File: config.mk
export PLATFORM = sky130hd
export DESIGN_NAME = rx_idle_timeout
export DESIGN_NICKNAME = d
export VERILOG_FILES = /design/src/rtl/rxto_pkg.sv /design/src/rtl/rxto_limit.sv /design/src/rtl/rxto_counter.sv /design/src/rtl/rxto_status.sv /design/src/rtl/rx_idle_timeout.sv
export SDC_FILE = /design/constraint.sdc
export NUM_CORES = 1
export LEC_CHECK = 0
export BUFFER_PORTS_ARGS = -buffer_cell sky130_fd_sc_hd__buf_2
export CORE_AREA = 5 5 42 44
export CTS_CLUSTER_SIZE = 10
export DETAILED_ROUTE_END_ITERATION = 10
export DIE_AREA = 0 0 47 49
export GPL_TIMING_DRIVEN = 0
export PLACE_DENSITY_LB_ADDON = 0.05
export SKIP_CTS_REPAIR_TIMING = 1
export SYNTH_ARGS = -nofsm -noshare
export SYNTH_HDL_FRONTEND = slang
export SYNTH_SLANG_ARGS = --single-unit
File: constraint.sdc
create_clock -name clk -period 2.5 [get_ports clk]
set_input_delay 0 -clock clk [delete_from_list [all_inputs] [get_ports clk]]
set_output_delay 0 -clock clk [all_outputs]
set_load 0.03 [all_outputs]
File: src/rtl/rxto_pkg.sv
// Package: shared sizing constants and timeout length arithmetic for the
// receive idle timeout detector.
// Assumes: word length code is a small unsigned offset from BASE_DBITS.
package rxto_pkg;
    localparam int WLEN_W     = 2;   // width of the word-length code
    localparam int BASE_DBITS = 5;   // data bits for code 0
    localparam int PER_BIT    = 4;   // bit periods per data bit
    localparam int EXTRA      = 12;  // fixed bit periods added

    // Timeout length in bit periods for a given word-length code.
    function automatic int timeout_len(input int code, input int base,
                                       input int per, input int extra);
        return (base + code) * per + extra;
    endfunction
endpackage

File: src/rtl/rxto_limit.sv
// Module: rxto_limit
// Turns the word-length code into a tick limit. One constant per code is
// built by a generate loop; the code then picks one of them.
// Assumes: CNT_W holds the largest limit.
module rxto_limit #(
    parameter int WLEN_W     = 2,
    parameter int BASE_DBITS = 5,
    parameter int PER_BIT    = 4,
    parameter int EXTRA      = 12,
    parameter int CNT_W      = 6
) (
    input  logic [WLEN_W-1:0] wlen_sel,
    output logic [CNT_W-1:0]  limit
);
    localparam int NCODES = 2 ** WLEN_W;

    logic [CNT_W-1:0] lim_tab [NCODES];

    // One constant limit per word-length code.
    for (genvar g = 0; g < NCODES; g++) begin : g_lim
        assign lim_tab[g] = CNT_W'(rxto_pkg::timeout_len(g, BASE_DBITS, PER_BIT, EXTRA));
    end

    // Select the limit for the programmed code.
    always_comb limit = lim_tab[wlen_sel];
endmodule

File: src/rtl/rxto_counter.sv
// Module: rxto_counter
// Counts baud ticks while data is pending and no new character arrives.
// Pulses hit once when the count reaches the limit, then freezes until a
// character arrives or the data drains.
// Assumes: baud_tick and char_rcvd are single-cycle pulses.
module rxto_counter #(
    parameter int CNT_W = 6
) (
    input  logic             clk,
    input  logic             rst_n,
    input  logic             pending,
    input  logic             char_rcvd,
    input  logic             baud_tick,
    input  logic [CNT_W-1:0] limit,
    output logic             hit
);
    logic [CNT_W-1:0] cnt;
    logic             done;

    // Timeout event: this tick is the limit-th one since the restart.
    always_comb hit = pending && !char_rcvd && !done && baud_tick
                      && (cnt >= limit - CNT_W'(1));

    // Tick counter with restart, hold and freeze-after-timeout.
    always_ff @(posedge clk) begin
        if (!rst_n) begin
            cnt  <= '0;
            done <= 1'b0;
        end else if (!pending || char_rcvd) begin
            cnt  <= '0;
            done <= 1'b0;
        end else if (hit) begin
            cnt  <= limit;
            done <= 1'b1;
        end else if (baud_tick && !done) begin
            cnt  <= cnt + CNT_W'(1);
        end
    end

    // with nothing pending last cycle the count is back at zero.
    assert_hold_empty_R5: assert property (@(posedge clk) disable iff (!rst_n)
        !$past(pending) |-> (cnt == '0 && !done));

    // once frozen, the count does not move while the data still waits.
    assert_frozen_R6: assert property (@(posedge clk) disable iff (!rst_n)
        (done && pending && !char_rcvd) |=> $stable(cnt));

    // a timeout cannot repeat while the counter is frozen.
    assert_single_hit_R6: assert property (@(posedge clk) disable iff (!rst_n)
        hit |=> !hit);
endmodule

File: src/rtl/rxto_status.sv
// Module: rxto_status
// Sticky status bit, set by the timeout event and cleared by writing one.
// A set in the same cycle as a clear takes priority.
// Assumes: clr_wr is a single-cycle strobe from the register interface.
module rxto_status (
    input  logic clk,
    input  logic rst_n,
    input  logic set_evt,
    input  logic clr_wr,
    input  logic clr_data,
    output logic status
);
    logic clr_req;

    // A write clears only when a one lands on the bit.
    always_comb clr_req = clr_wr && clr_data;

    // Sticky status register, set before clear.
    always_ff @(posedge clk) begin
        if (!rst_n)       status <= 1'b0;
        else if (set_evt) status <= 1'b1;
        else if (clr_req) status <= 1'b0;
    end

    // a one written with no coincident set clears the bit.
    assert_w1c_R7: assert property (@(posedge clk) disable iff (!rst_n)
        (clr_wr && clr_data && !set_evt) |=> !status);

    // a zero written leaves a set bit alone.
    assert_w0_keeps_R7: assert property (@(posedge clk) disable iff (!rst_n)
        (status && clr_wr && !clr_data) |=> status);

    // a set wins over a coincident clear.
    assert_set_wins_R8: assert property (@(posedge clk) disable iff (!rst_n)
        (set_evt && clr_wr && clr_data) |=> status);

    // without a clearing write the bit stays set.
    assert_sticky_R6: assert property (@(posedge clk) disable iff (!rst_n)
        (status && !(clr_wr && clr_data)) |=> status);
endmodule

File: src/rtl/rx_idle_timeout.sv
// Module: rx_idle_timeout (top)
// Receive idle timeout detector. Picks the pending-data source by mode,
// derives the limit from the word length, counts ticks and holds a sticky
// status with a gated interrupt request.
// Assumes: inputs are synchronous to clk.
module rx_idle_timeout #(
    parameter int WLEN_W     = rxto_pkg::WLEN_W,
    parameter int BASE_DBITS = rxto_pkg::BASE_DBITS,
    parameter int PER_BIT    = rxto_pkg::PER_BIT,
    parameter int EXTRA      = rxto_pkg::EXTRA
) (
    input  logic              clk,
    input  logic              rst_n,
    input  logic [WLEN_W-1:0] wlen_sel,
    input  logic              fifo_mode,
    input  logic              baud_tick,
    input  logic              char_rcvd,
    input  logic              buf_valid,
    input  logic              fifo_valid,
    input  logic              clr_wr,
    input  logic              clr_data,
    input  logic              irq_en,
    output logic              to_status,
    output logic              to_irq
);
    localparam int MAX_LIM = rxto_pkg::timeout_len(2 ** WLEN_W - 1, BASE_DBITS, PER_BIT, EXTRA);
    localparam int CNT_W   = $clog2(MAX_LIM + 1);

    logic             pending;
    logic [CNT_W-1:0] limit;
    logic             hit;

    // Pick the pending-data source for the current mode.
    always_comb pending = fifo_mode ? fifo_valid : buf_valid;

    rxto_limit #(
        .WLEN_W(WLEN_W), .BASE_DBITS(BASE_DBITS), .PER_BIT(PER_BIT),
        .EXTRA(EXTRA), .CNT_W(CNT_W)
    ) u_limit (
        .wlen_sel (wlen_sel),
        .limit    (limit)
    );

    rxto_counter #(.CNT_W(CNT_W)) u_count (
        .clk       (clk),
        .rst_n     (rst_n),
        .pending   (pending),
        .char_rcvd (char_rcvd),
        .baud_tick (baud_tick),
        .limit     (limit),
        .hit       (hit)
    );

    rxto_status u_stat (
        .clk      (clk),
        .rst_n    (rst_n),
        .set_evt  (hit),
        .clr_wr   (clr_wr),
        .clr_data (clr_data),
        .status   (to_status)
    );

    // Interrupt request follows the status when enabled.
    always_comb to_irq = to_status && irq_en;

    // a rising status needs a tick on pending data with no new character.
    assert_rise_cause_R2: assert property (@(posedge clk) disable iff (!rst_n)
        $rose(to_status) |-> $past(pending && baud_tick && !char_rcvd));
endmodule

Word level (Yosys, flattened, before mapping)
Cells that the tools add are included.
{"block": "op_classes", "addsub": 2, "n_lt_le_gt_ge": 2, "muxes": 8, "bitwise_logic": 2, "n_reduce_logical": 14}
{"op": "2-to-1 mux 6 bit", "count": 4}
{"op": "binary-select mux 6 bit (select 2 bit)", "count": 1}
{"op": "logical AND 1 bit", "count": 7}
{"op": "adder 6 x 1 -> 6 bit, second input constant", "count": 1}
{"op": "greater-or-equal comparator 6 bit", "count": 1}
{"op": "subtractor 6 x 1 -> 6 bit, second input constant", "count": 1}
{"op": "nonzero test 2 bit", "count": 2}
{"op": "greater-or-equal comparator 3 bit, second input constant", "count": 1}
{"op": "zero test 1 bit", "count": 3}
{"op": "2-to-1 mux 1 bit", "count": 3}
{"op": "NOT 2 -> 3 bit", "count": 1}
{"op": "OR reduction 2 bit", "count": 1}
{"op": "logical OR 1 bit", "count": 1}
{"op": "NOT 1 bit", "count": 1}
{"block": "totals", "reg_bits": 8, "output_inout_bits": 2, "wordCells": 31}

Longest topological paths before layout
Gate-level depths: netlist (run 1).
{"block": "logic_depth", "depth_word": 8, "ltp_mapped": 10, "depth_no_buf": 9}

Modules after synthesis
From an unflattened synthesis (run 1), not the netlist that was laid out.
{"block": "hier_totals", "hier_cells": 89, "hier_area_um2": 729.4}
{"mod": "rxto_counter", "n_inst": 1, "cells_per_inst": 75, "area_each_um2": 620.6, "seq_area_each_um2": 140.1}
{"mod": "rxto_limit", "n_inst": 1, "cells_per_inst": 8, "area_each_um2": 52.6, "seq_area_each_um2": 0.0}
{"mod": "rxto_status", "n_inst": 1, "cells_per_inst": 4, "area_each_um2": 35.0, "seq_area_each_um2": 20.0}
{"mod": "rx_idle_timeout", "n_inst": 1, "cells_per_inst": 2, "area_each_um2": 21.3, "seq_area_each_um2": 0.0}

Least setup slack after synthesis (run 1)
Ideal clock, no wire load.
{"block": "synth_path", "kind": "register to register", "from": "register u_count.cnt[2]", "to": "register u_count.cnt[3]", "setup_ns": 0.124, "arrival_ns": 1.373, "t_required_ns": 2.376, "slack_ns": 1.002, "path_stages_with_launch": 8, "n_path_buf": 1, "cell_sequence": "dfxtp_1 > ha_1 > a21oi_1 > o22ai_1 > o211ai_2 > buf_6 > mux2i_1 > a31oi_1"}
{"block": "synth_via", "elab_chain_cells": 3}
{"item": "start, declared", "line": "rxto_counter.sv:17", "text": "logic [CNT_W-1:0] cnt;"}
{"item": "start signal, assigned", "line": "rxto_counter.sv:33", "text": "cnt <= limit;"}
{"item": "start signal, assigned", "line": "rxto_counter.sv:36", "text": "cnt <= cnt + CNT_W'(1);"}
{"item": "adder 6 x 1 -> 6 bit or greater-or-equal comparator 6 bit (tied branches)", "line": "rxto_counter.sv:36, rxto_counter.sv:22"}
{"item": "2-to-1 mux 6 bit or logical AND 1 bit (tied branches)", "line": "rxto_counter.sv:35, rxto_counter.sv:22"}
{"item": "2-to-1 mux 6 bit or nonzero test 2 bit (tied branches)"}
Several ways; a longest one is shown, not always the timed one. The select of a mux whose other input is x is not followed.
A chain may end at the register's enable or synchronous reset.

Worst setup path after layout (run 1)
Ends and elaborated chain as after synthesis.

==> results.py, run 1 <==
metrics = {
    "run_status": {
        "status": "finished, final reports clean",
    },
    "clocking": {
        "cts_root_buf": "clkbuf_4",
        "ctsHtreeMaxLevel": 1,
        "clk_pin_slew_ns": 0.05,
        "cts.sinks": 8,
        "cts_tree": "yes",
        "cts_buffer_depth": 2,
        "clock_latency_ns": 0.25,
        "numCtsBuffers": 3,
    },
    "floorplanning": {
        "start_util_pct": 35.63,
        "rows": 14,
        "core_um2": 1401,
        "die_area_um2": 2303,
        "die_w_um": 47,
        "die_y_um": 49,
        "ioPinCount": 14,
    },
    "logic_synthesis": {
        "synth_top_area_share_pct": 32.08,
        "synth_top_area_cell": "dfxtp_1",
        "synth_fp_nets": 78,
        "synthTopCellsByCount": "nand2_1 (9), dfxtp_1 (8), ha_1 (6)",
        "seq_area_frac_synth_pct": 32.08,
        "yosysWarnings": 0,
        "syn-instance-count": 60,
        "avgSynthCellArea_um2": 8.320,
        "synth.cell_area_um2": 499.2,
        "yosys-top-cells-area": "dfxtp_1 (32%), ha_1 (15%), nand2_1 (6.8%)",
        "synth.most_common_cell": "nand2_1",
        "async_flop_share_pct": 0,
        "ys_types": 22,
        "synth_seq_cells": 8,
        "synth-edff-count": 0,
        "synth_ff_type": "dfxtp_1",
    },
    "power_and_ir_drop": {
        "pwr-share-seq_pct": 51.3,
        "power_mw": 0.2512,
        "power.density_nw_per_um2": 414.0,
        "internal-power_mw": 0.1955,
        "leakagePower_nw": 0.2745,
        "clock_power_share_pct": 38.6,
        "p_sw_share_pct": 22.17,
        "p_switching_mw": 0.05571,
        "max-vdd-ir-drop_uv": 245.9,
        "p_comb_share_pct": 10.1,
    },
    "drt": {
        "antenna_left": 0,
        "via_per_inst": 5.033,
        "drt-total-wl_um": 979,
        "drc": 0,
        "wire_per_inst_um": 10.64,
        "firstDrtPassIters": 5,
        "num_vias": 463,
        "drt_iter0_drc": 2,
    },
    "worst_hold_path": {
        "min_path_type": "in2reg",
    },
    "critical_path": {
        "crit_type": "reg2reg",
        "critPathRequiredTime_ns": 2.63,
        "worstPathArrival_ns": 1.78,
        "path_max_fanout": 10,
        "critPathLaunchType": "flip-flop",
        "endpoint_kind": "flip-flop",
    },
    "run": {
        "drv_cap": 0,
    },
    "timing": {
        "hold_viol": 0,
        "fin_setup_tns_ns": 0,
        "layout_setup_ws_ns": 0.8547,
        "rsz0062_at_grt": "false",
        "clock_skew_ns": 0.004491,
        "min_period_over_period_pct": 65.81,
        "fmax_ghz": 0.6078,
        "worst_slew_pin_slew_ns": 0.2413,
        "hold_slack_ns": 0.008344,
        "setup_viol": 0,
        "layout_min_cycle_time_ns": 1.645,
        "maxSlewHeadroom_pct": 83.88,
        "maxSlewViolCount": 0,
    },
    "layout": {
        "fillers": 152,
        "multiInputGateArea_um2": 309.0,
        "seq_area_um2": 160.2,
        "antenna-diode-count": 0,
        "drive_gt1_share_pct": 25.00,
        "post-route-util_pct": 43.30,
        "nets": 96,
        "area_delta_synth_final_pct": 21.55,
    },
    "global_routing": {
        "grt_pass1_vias": 395,
        "grt_first_pass_wirelength_mm": 1.593,
        "grt_usage_pct": 9.584,
        "antenna_found_initial": 0,
        "grt_max_degree": 11,
        "overflow": 0,
    },
    "placement": {
        "gp_congestion": 0.7719,
        "io_buffers": 13,
        "dp_hpwl_um": 812.9,
        "pre_cts_slack_ns": 0.8309,
    },
}
through the flow:
stage                     cell area [µm²]  cells
final                               606.8     92
after global routing                606.8     92
after CTS                           606.8     92
after detailed placement            584.3     89
after global placement              584.3     89
after floorplan                     499.2     60
sequential cells by signal, summed over array words and instances, names as in the netlist:
register,count
u_stat.status,1
u_count.cnt,6
u_count.done,1
metal layers:
metal	GRT usage, %	part of all wire (%)	vias to the layer above
met5	0	0	-
met4	1.382	0	0
met3	7.380	13	0
met2	13.12	46	16
met1	12.11	40	203
li1	-	-	244
power groups by stage:
stage / Clock, mW / Sequential (mW) / Combinational (mW)
6_report: 0.0969 / 0.129 / 0.0254
5_1_grt: 0.108 / 0.129 / 0.0292
4_1_cts: 0.100 / 0.129 / 0.0262
3_5_place_dp: 0 / 0.132 / 0.0260
3_3_place_gp: 0 / 0.131 / 0.0260
2_1_floorplan: 0 / 0.131 / 0.0138
worst max-delay path, cell delays in order, from the launching register on:
cell      delay (ns)
dfxtp_1         0.40
ha_1            0.26
a21oi_1         0.14
o22ai_1         0.11
o211ai_2        0.18
buf_6           0.17
mux2i_1         0.18
a31oi_1         0.08
kinds of logic after synthesis:
family,share of synthesized area [%]
adders and majority gates,15.04
buffers and inverters,6.015
AOI/OAI and AO/OA,16.29
and+or+nand+nor,23.06
muxes,4.010
DFF,32.08
xor gates and xnor gates,3.509
layout make-up:
cell class | count | area share, %
multi-input cells | 46 | 50.93
inverters | 5 | 3.093
repair buffers | 13 | 10.72
flip-flops and latches | 8 | 26.39
clock buffers | 3 | 3.711
well taps | 16 | 3.299
plain buffers | 1 | 1.856
cell usage in the layout (no fill, tap or decap), types with 2 or more instances in the layout:
master	count
dfxtp_1	8
nor2_1	4
ha_1	6
a21oi_1	5
xnor2_1	2
nand2_1	9
clkbuf_4	3
mux2i_1	2
buf_2	13
a31oi_1	2
inv_1	5
nand3_1	5
path summary, 6_finish.rpt:
| kind | start | to | slack [ns] | depth (start not counted) |
|---|---|---|---|---|
| setup / recovery | u_count.cnt[2] | u_count.cnt[3] | 0.85 | 7 |
| setup reg to reg | u_count.cnt[2] | u_count.cnt[3] | 0.85 | 7 |
| hold reg to reg | u_count.done | u_count.done | 0.47 | 2 |
| hold / removal | rst_n | u_stat.status | 0.008 | 2 |
Power figures use the tool's default switching activity.
==> run 2: changes to the inputs <==
- ABC_AREA: not set -> 1
- CORE_AREA: 5 5 42 44 -> not set
- CORE_MARGIN: not set -> 5
- CORE_UTILIZATION: not set -> 45
- DIE_AREA: 0 0 47 49 -> not set
- clock period: 2.5 -> 1.5 ns (I/O delays scaled with it)
==> results.py, run 2 <==
metrics = {
    "floorplanning": {
        "start_util_pct": 46.93,
        "rows": 13,
        "die_y_um": 46.61,
        "die_area_um2": 2172,
        "die_w_um": 46.61,
        "ioPinCount": 14,
        "core_um2": 1285,
    },
    "logic_synthesis": {
        "seq_area_frac_synth_pct": 26.56,
        "synth_fp_nets": 102,
        "async_flop_share_pct": 0,
        "synth_ff_type": "dfxtp_1",
        "yosysWarnings": 0,
        "avgSynthCellArea_um2": 7.180,
        "synth_top_area_share_pct": 26.56,
        "synth.most_common_cell": "inv_1",
        "synth_top_area_cell": "dfxtp_1",
        "synth.cell_area_um2": 603.1,
        "syn-instance-count": 84,
        "synth_seq_cells": 8,
        "synth-edff-count": 0,
        "synthTopCellsByCount": "inv_1 (20), nand2_1 (18), a21oi_1 (8), dfxtp_1 (8)",
        "ys_types": 19,
        "yosys-top-cells-area": "dfxtp_1 (27%), ha_1 (12%), inv_1 (12%)",
    },
    "layout": {
        "largest_register_ffs": 6,
        "drive_gt1_share_pct": 25.24,
        "top_register": "u_count.cnt",
        "antenna-diode-count": 0,
        "design_area_um2": 739.5,
        "nets": 123,
        "area_delta_synth_final_pct": 22.61,
        "final_cell_mix": "inv_1 (20), nand2_1 (18), buf_2 (13), a21oi_1 (8), dfxtp_1 (8)",
        "post-route-util_pct": 57.55,
        "reg_top3": "u_count.cnt (6), u_count.done (1), u_stat.status (1)",
        "final_common_cell": "inv_1",
    },
    "timing": {
        "setup_viol": 0,
        "clock_skew_ns": 0.006674,
        "fin_setup_tns_ns": 0,
        "layout_setup_ws_ns": 0.1251,
        "maxSlewViolCount": 0,
        "worst_slew_pin_slew_ns": 0.2027,
        "hold_viol": 0,
        "fmax_ghz": 0.7273,
        "layout_min_cycle_time_ns": 1.375,
        "rsz0062_at_grt": "false",
        "maxSlewHeadroom_pct": 86.44,
        "min_period_over_period_pct": 91.66,
    },
    "critical_path": {
        "crit_type": "reg2reg",
        "rr_worst_depth": 8,
        "worstPathArrival_ns": 1.50,
        "r2r-start": "u_count.cnt[5]",
        "critPathLaunchType": "flip-flop",
        "endpoint_kind": "flip-flop",
        "r2r_setup_slack_ns": 0.13,
        "path_max_fanout": 6,
        "critPathRequiredTime_ns": 1.63,
        "rr_endpoint": "u_count.cnt[5]",
    },
    "drt": {
        "drc": 0,
        "firstDrtPassIters": 3,
        "drt-total-wl_mm": 1.116,
        "wire_per_inst_um": 9.458,
        "num_vias": 529,
        "via_per_inst": 4.483,
        "antenna_left": 0,
        "drt_iter0_drc": 13,
    },
    "power_and_ir_drop": {
        "p_sw_share_pct": 24.17,
        "p_comb_share_pct": 14.0,
        "p_switching_mw": 0.1056,
        "power.density_nw_per_um2": 590.9,
        "clock_power_share_pct": 36.8,
        "leakagePower_nw": 0.4021,
        "internal-power_mw": 0.3313,
        "pwr-share-seq_pct": 49.2,
        "max-vdd-ir-drop_uv": 453.1,
        "power_mw": 0.4369,
    },
    "worst_hold_path": {
        "hold_path_depth": 4,
        "min_from": "clr_data",
        "min_to": "u_stat.status",
        "min_path_type": "in2reg",
    },
    "clocking": {
        "cts_root_buf": "clkbuf_4",
        "ctsHtreeMaxLevel": 1,
        "clock_latency_ns": 0.25,
        "numCtsBuffers": 3,
        "cts.sinks": 8,
        "cts_tree": "yes",
        "clk_pin_slew_ns": 0.06,
        "cts_buffer_depth": 2,
    },
    "global_routing": {
        "grt_first_pass_wirelength_mm": 1.883,
        "antenna_found_initial": 0,
        "grt_usage_pct": 12.45,
        "grt_pass1_vias": 481,
        "grt_max_degree": 8,
        "overflow": 0,
    },
    "run": {
        "drv_cap": 0,
    },
    "placement": {
        "gp_congestion": 0.6828,
        "io_buffers": 13,
        "pre_cts_slack_ns": 0.05313,
        "dp_hpwl_um": 916.1,
        "placed_area_um2": 686.9,
    },
    "run_status": {
        "status": "finished, final reports clean",
    },
}
## run 2: worst max path at each step
| stage | start | endpoint | slack [ns] | depth (start not counted) |
|---|---|---|---|---|
| after global placement | wlen_sel[0] | u_count.cnt[3] | 0.06 | 11 |
| after floorplan | u_count.cnt[5] | u_count.cnt[2] | 0.23 | 8 |
| after CTS | u_count.cnt[5] | u_count.cnt[3] | 0.07 | 8 |
| after detailed placement | wlen_sel[0] | u_count.cnt[3] | 0.05 | 11 |
| after global routing | u_count.cnt[5] | u_count.cnt[3] | 0.006 | 8 |
| final | u_count.cnt[5] | u_count.cnt[5] | 0.13 | 8 |
## run 2: cell type report
class | count | area, µm²
multi-input combinational | 55 | 366.6
tap | 15 | 18.77
sequential | 8 | 160.2
inverter | 21 | 81.33
clock buffer | 3 | 22.52
timing repair buffer | 16 | 90.09
fill | 132 | 545.5
## run 2: per-layer routing
| layer | track usage [%] | up-vias | share of wire (%) |
|---|---|---|---|
| li1 | - | 299 | - |
| met4 | 8.287 | 0 | 1.3 |
| met3 | 2.344 | 2 | 5.0 |
| met5 | 0 | - | 0 |
| met2 | 19.51 | 7 | 45 |
| met1 | 15.24 | 221 | 49 |
## run 2: cell families after synthesis
| kind of cell | synth area share [%] |
|---|---|
| buffers and inverters | 13.49 |
| AOI/OAI and AO/OA | 9.959 |
| DFF | 26.56 |
| and+or+nand+nor | 33.19 |
| adders and majority gates | 12.45 |
| xor gates and xnor gates | 4.358 |
## run 2: worst max-delay path, cell delays in order (launching register included)
cell	delay, ns
dfxtp_1	0.32
ha_1	0.31
nand2_1	0.10
nor2_1	0.04
nor2_1	0.12
nand2_2	0.11
nand2_4	0.10
buf_4	0.12
a21oi_1	0.06
## run 2: metrics by stage
step | hold slack [ns] | std cells
3_3_place_gp | 0.2408 | 112
3_5_place_dp | 0.2503 | 112
4_1_cts | -0.01752 | 115
2_1_floorplan | 0.1315 | 84
5_1_grt | 0.02878 | 118
6_report | 0.01964 | 118
## run 2: power groups by stage
stage / logic [mW] / registers, mW / clock network, mW
after floorplan: 0.0384 / 0.219 / 0
after global routing: 0.0713 / 0.215 / 0.189
after global placement: 0.0586 / 0.219 / 0
after detailed placement: 0.0601 / 0.219 / 0
after CTS: 0.0605 / 0.215 / 0.169
final: 0.0612 / 0.215 / 0.161
==> run 3: changes to the inputs <==
- PLACE_DENSITY: not set -> 0.71
- PLACE_DENSITY_LB_ADDON: 0.05 -> not set
==> results.py, run 3 (synthesis gave the netlist of run 2 again) <==
metrics = {
    "run_status": {
        "status": "finished with violations",
        "violations": "hold timing",
    },
    "global_routing": {
        "grt_first_pass_wirelength_mm": 1.911,
        "overflow": 0,
        "grt_max_degree": 8,
        "antenna_found_initial": 0,
        "grt_pass1_vias": 482,
        "grt_usage_pct": 12.47,
    },
    "critical_path": {
        "rr_worst_depth": 8,
        "critPathLaunchType": "flip-flop",
        "critPathRequiredTime_ns": 1.68,
        "worstPathArrival_ns": 1.57,
        "crit_type": "reg2reg",
        "endpoint_kind": "flip-flop",
        "r2r_setup_slack_ns": 0.11,
        "cp-startpoint": "u_count.cnt[5]",
        "path_max_fanout": 7,
        "r2r-start": "u_count.cnt[5]",
    },
    "layout": {
        "top_register": "u_count.cnt",
        "nets": 120,
        "area_delta_synth_final_pct": 19.50,
        "multiInputGateArea_um2": 372.9,
        "final_cell_mix": "inv_1 (20), nand2_1 (18), buf_2 (13), dfxtp_1 (8), a21oi_1 (7)",
        "largest_register_ffs": 6,
        "final_common_cell": "inv_1",
        "reg_top3": "u_count.cnt (6), u_count.done (1), u_stat.status (1)",
        "post-route-util_pct": 56.09,
        "seq_area_um2": 160.2,
        "antenna-diode-count": 0,
        "fillers": 126,
        "drive_gt1_share_pct": 26.00,
    },
    "placement": {
        "gp_congestion": 0.8250,
        "io_buffers": 13,
        "dp_hpwl_um": 936.7,
    },
    "run": {
        "drv_cap": 0,
    },
    "clocking": {
        "clk_pin_slew_ns": 0.05,
        "ctsHtreeMaxLevel": 1,
        "cts_tree": "yes",
        "clock_latency_ns": 0.25,
        "cts_root_buf": "clkbuf_4",
        "numCtsBuffers": 3,
        "cts_buffer_depth": 2,
        "cts.sinks": 8,
    },
    "drt": {
        "firstDrtPassIters": 4,
        "antenna_left": 0,
        "num_vias": 549,
        "drc": 0,
        "drt-total-wl_mm": 1.166,
        "drt_iter0_drc": 11,
        "wire_per_inst_um": 10.14,
        "via_per_inst": 4.774,
    },
    "timing": {
        "setup_viol": 0,
        "worst_slew_pin_slew_ns": 0.2144,
        "rsz0062_at_grt": "false",
        "layout_min_cycle_time_ns": 1.388,
        "maxSlewHeadroom_pct": 85.65,
        "hold_viol": 1,
        "maxSlewViolCount": 0,
        "min_period_over_period_pct": 92.52,
        "hold_slack_ns": -0.01317,
        "fmax_ghz": 0.7205,
        "fin_setup_tns_ns": 0,
        "clock_skew_ns": 0.001104,
    },
    "floorplanning": {
        "die_area_um2": 2172,
        "die_y_um": 46.61,
        "die_w_um": 46.61,
        "ioPinCount": 14,
        "rows": 13,
        "start_util_pct": 46.93,
        "core_um2": 1285,
    },
    "power_and_ir_drop": {
        "leakagePower_nw": 0.3905,
        "power.density_nw_per_um2": 610.0,
        "max-vdd-ir-drop_uv": 383.5,
    },
    "worst_hold_path": {
        "min_from": "rst_n",
        "min_path_type": "in2reg",
        "hold_path_depth": 3,
    },
}
run 3: cell count changes in the layout (fill, tap and decap cells not counted), sizes merged:
cell,delta
dlygate4sd3,-1
buf,-2
run 3: layout make-up:
type                            count  share of cell area [%]
Multi-Input combinational cell     55                   51.74
Sequential cell                     8                   22.22
Inverter                           21                   11.28
Timing Repair Buffer               13                   9.028
Clock buffer                        3                   3.125
Tap cell                           15                   2.604
run 3: where the power goes:
group | switching [mW] | leakage, nW | internal, mW
clock network | 0.0734 | 0.0138 | 0.0916
logic | 0.0353 | 0.312 | 0.0245
registers | 0.000983 | 0.0645 | 0.214
total | 0.110 | 0.391 | 0.330
run 3: final timing paths:
path                                        to
worst max register to register  u_count.cnt[3]
worst min-delay path             u_stat.status
worst min register to register   u_stat.status
worst max-delay path            u_count.cnt[3]
run 3: layer usage:
layer / up-vias / GRT usage (%) / part of all wire [%]
met3: 2 / 3.516 / 4.2
met2: 10 / 20.60 / 50
met5: - / 0 / 0
li1: 292 / - / -
met4: 0 / 6.630 / 0.69
met1: 245 / 14.39 / 45
run 3: worst max-delay path, stage by stage, from the launching register on:
cell	delay, ns
dfxtp_1	0.33
ha_1	0.32
nand2_1	0.10
nor2_1	0.05
nor2_2	0.09
nand2_2	0.10
nand2_4	0.11
nand3_1	0.07
a21oi_1	0.15
run 3: per-stage QoR:
step	total power, mW	instance area (µm²)	setup WS, ns	cells
2_1_floorplan	0.2576	603.1	0.2337	84
3_3_place_gp	0.2769	686.9	0.07809	112
3_5_place_dp	0.2789	686.9	0.04452	112
4_1_cts	0.4429	709.4	0.04415	115
5_1_grt	0.4629	720.7	0.003585	115
6_report	0.4396	720.7	0.1121	115
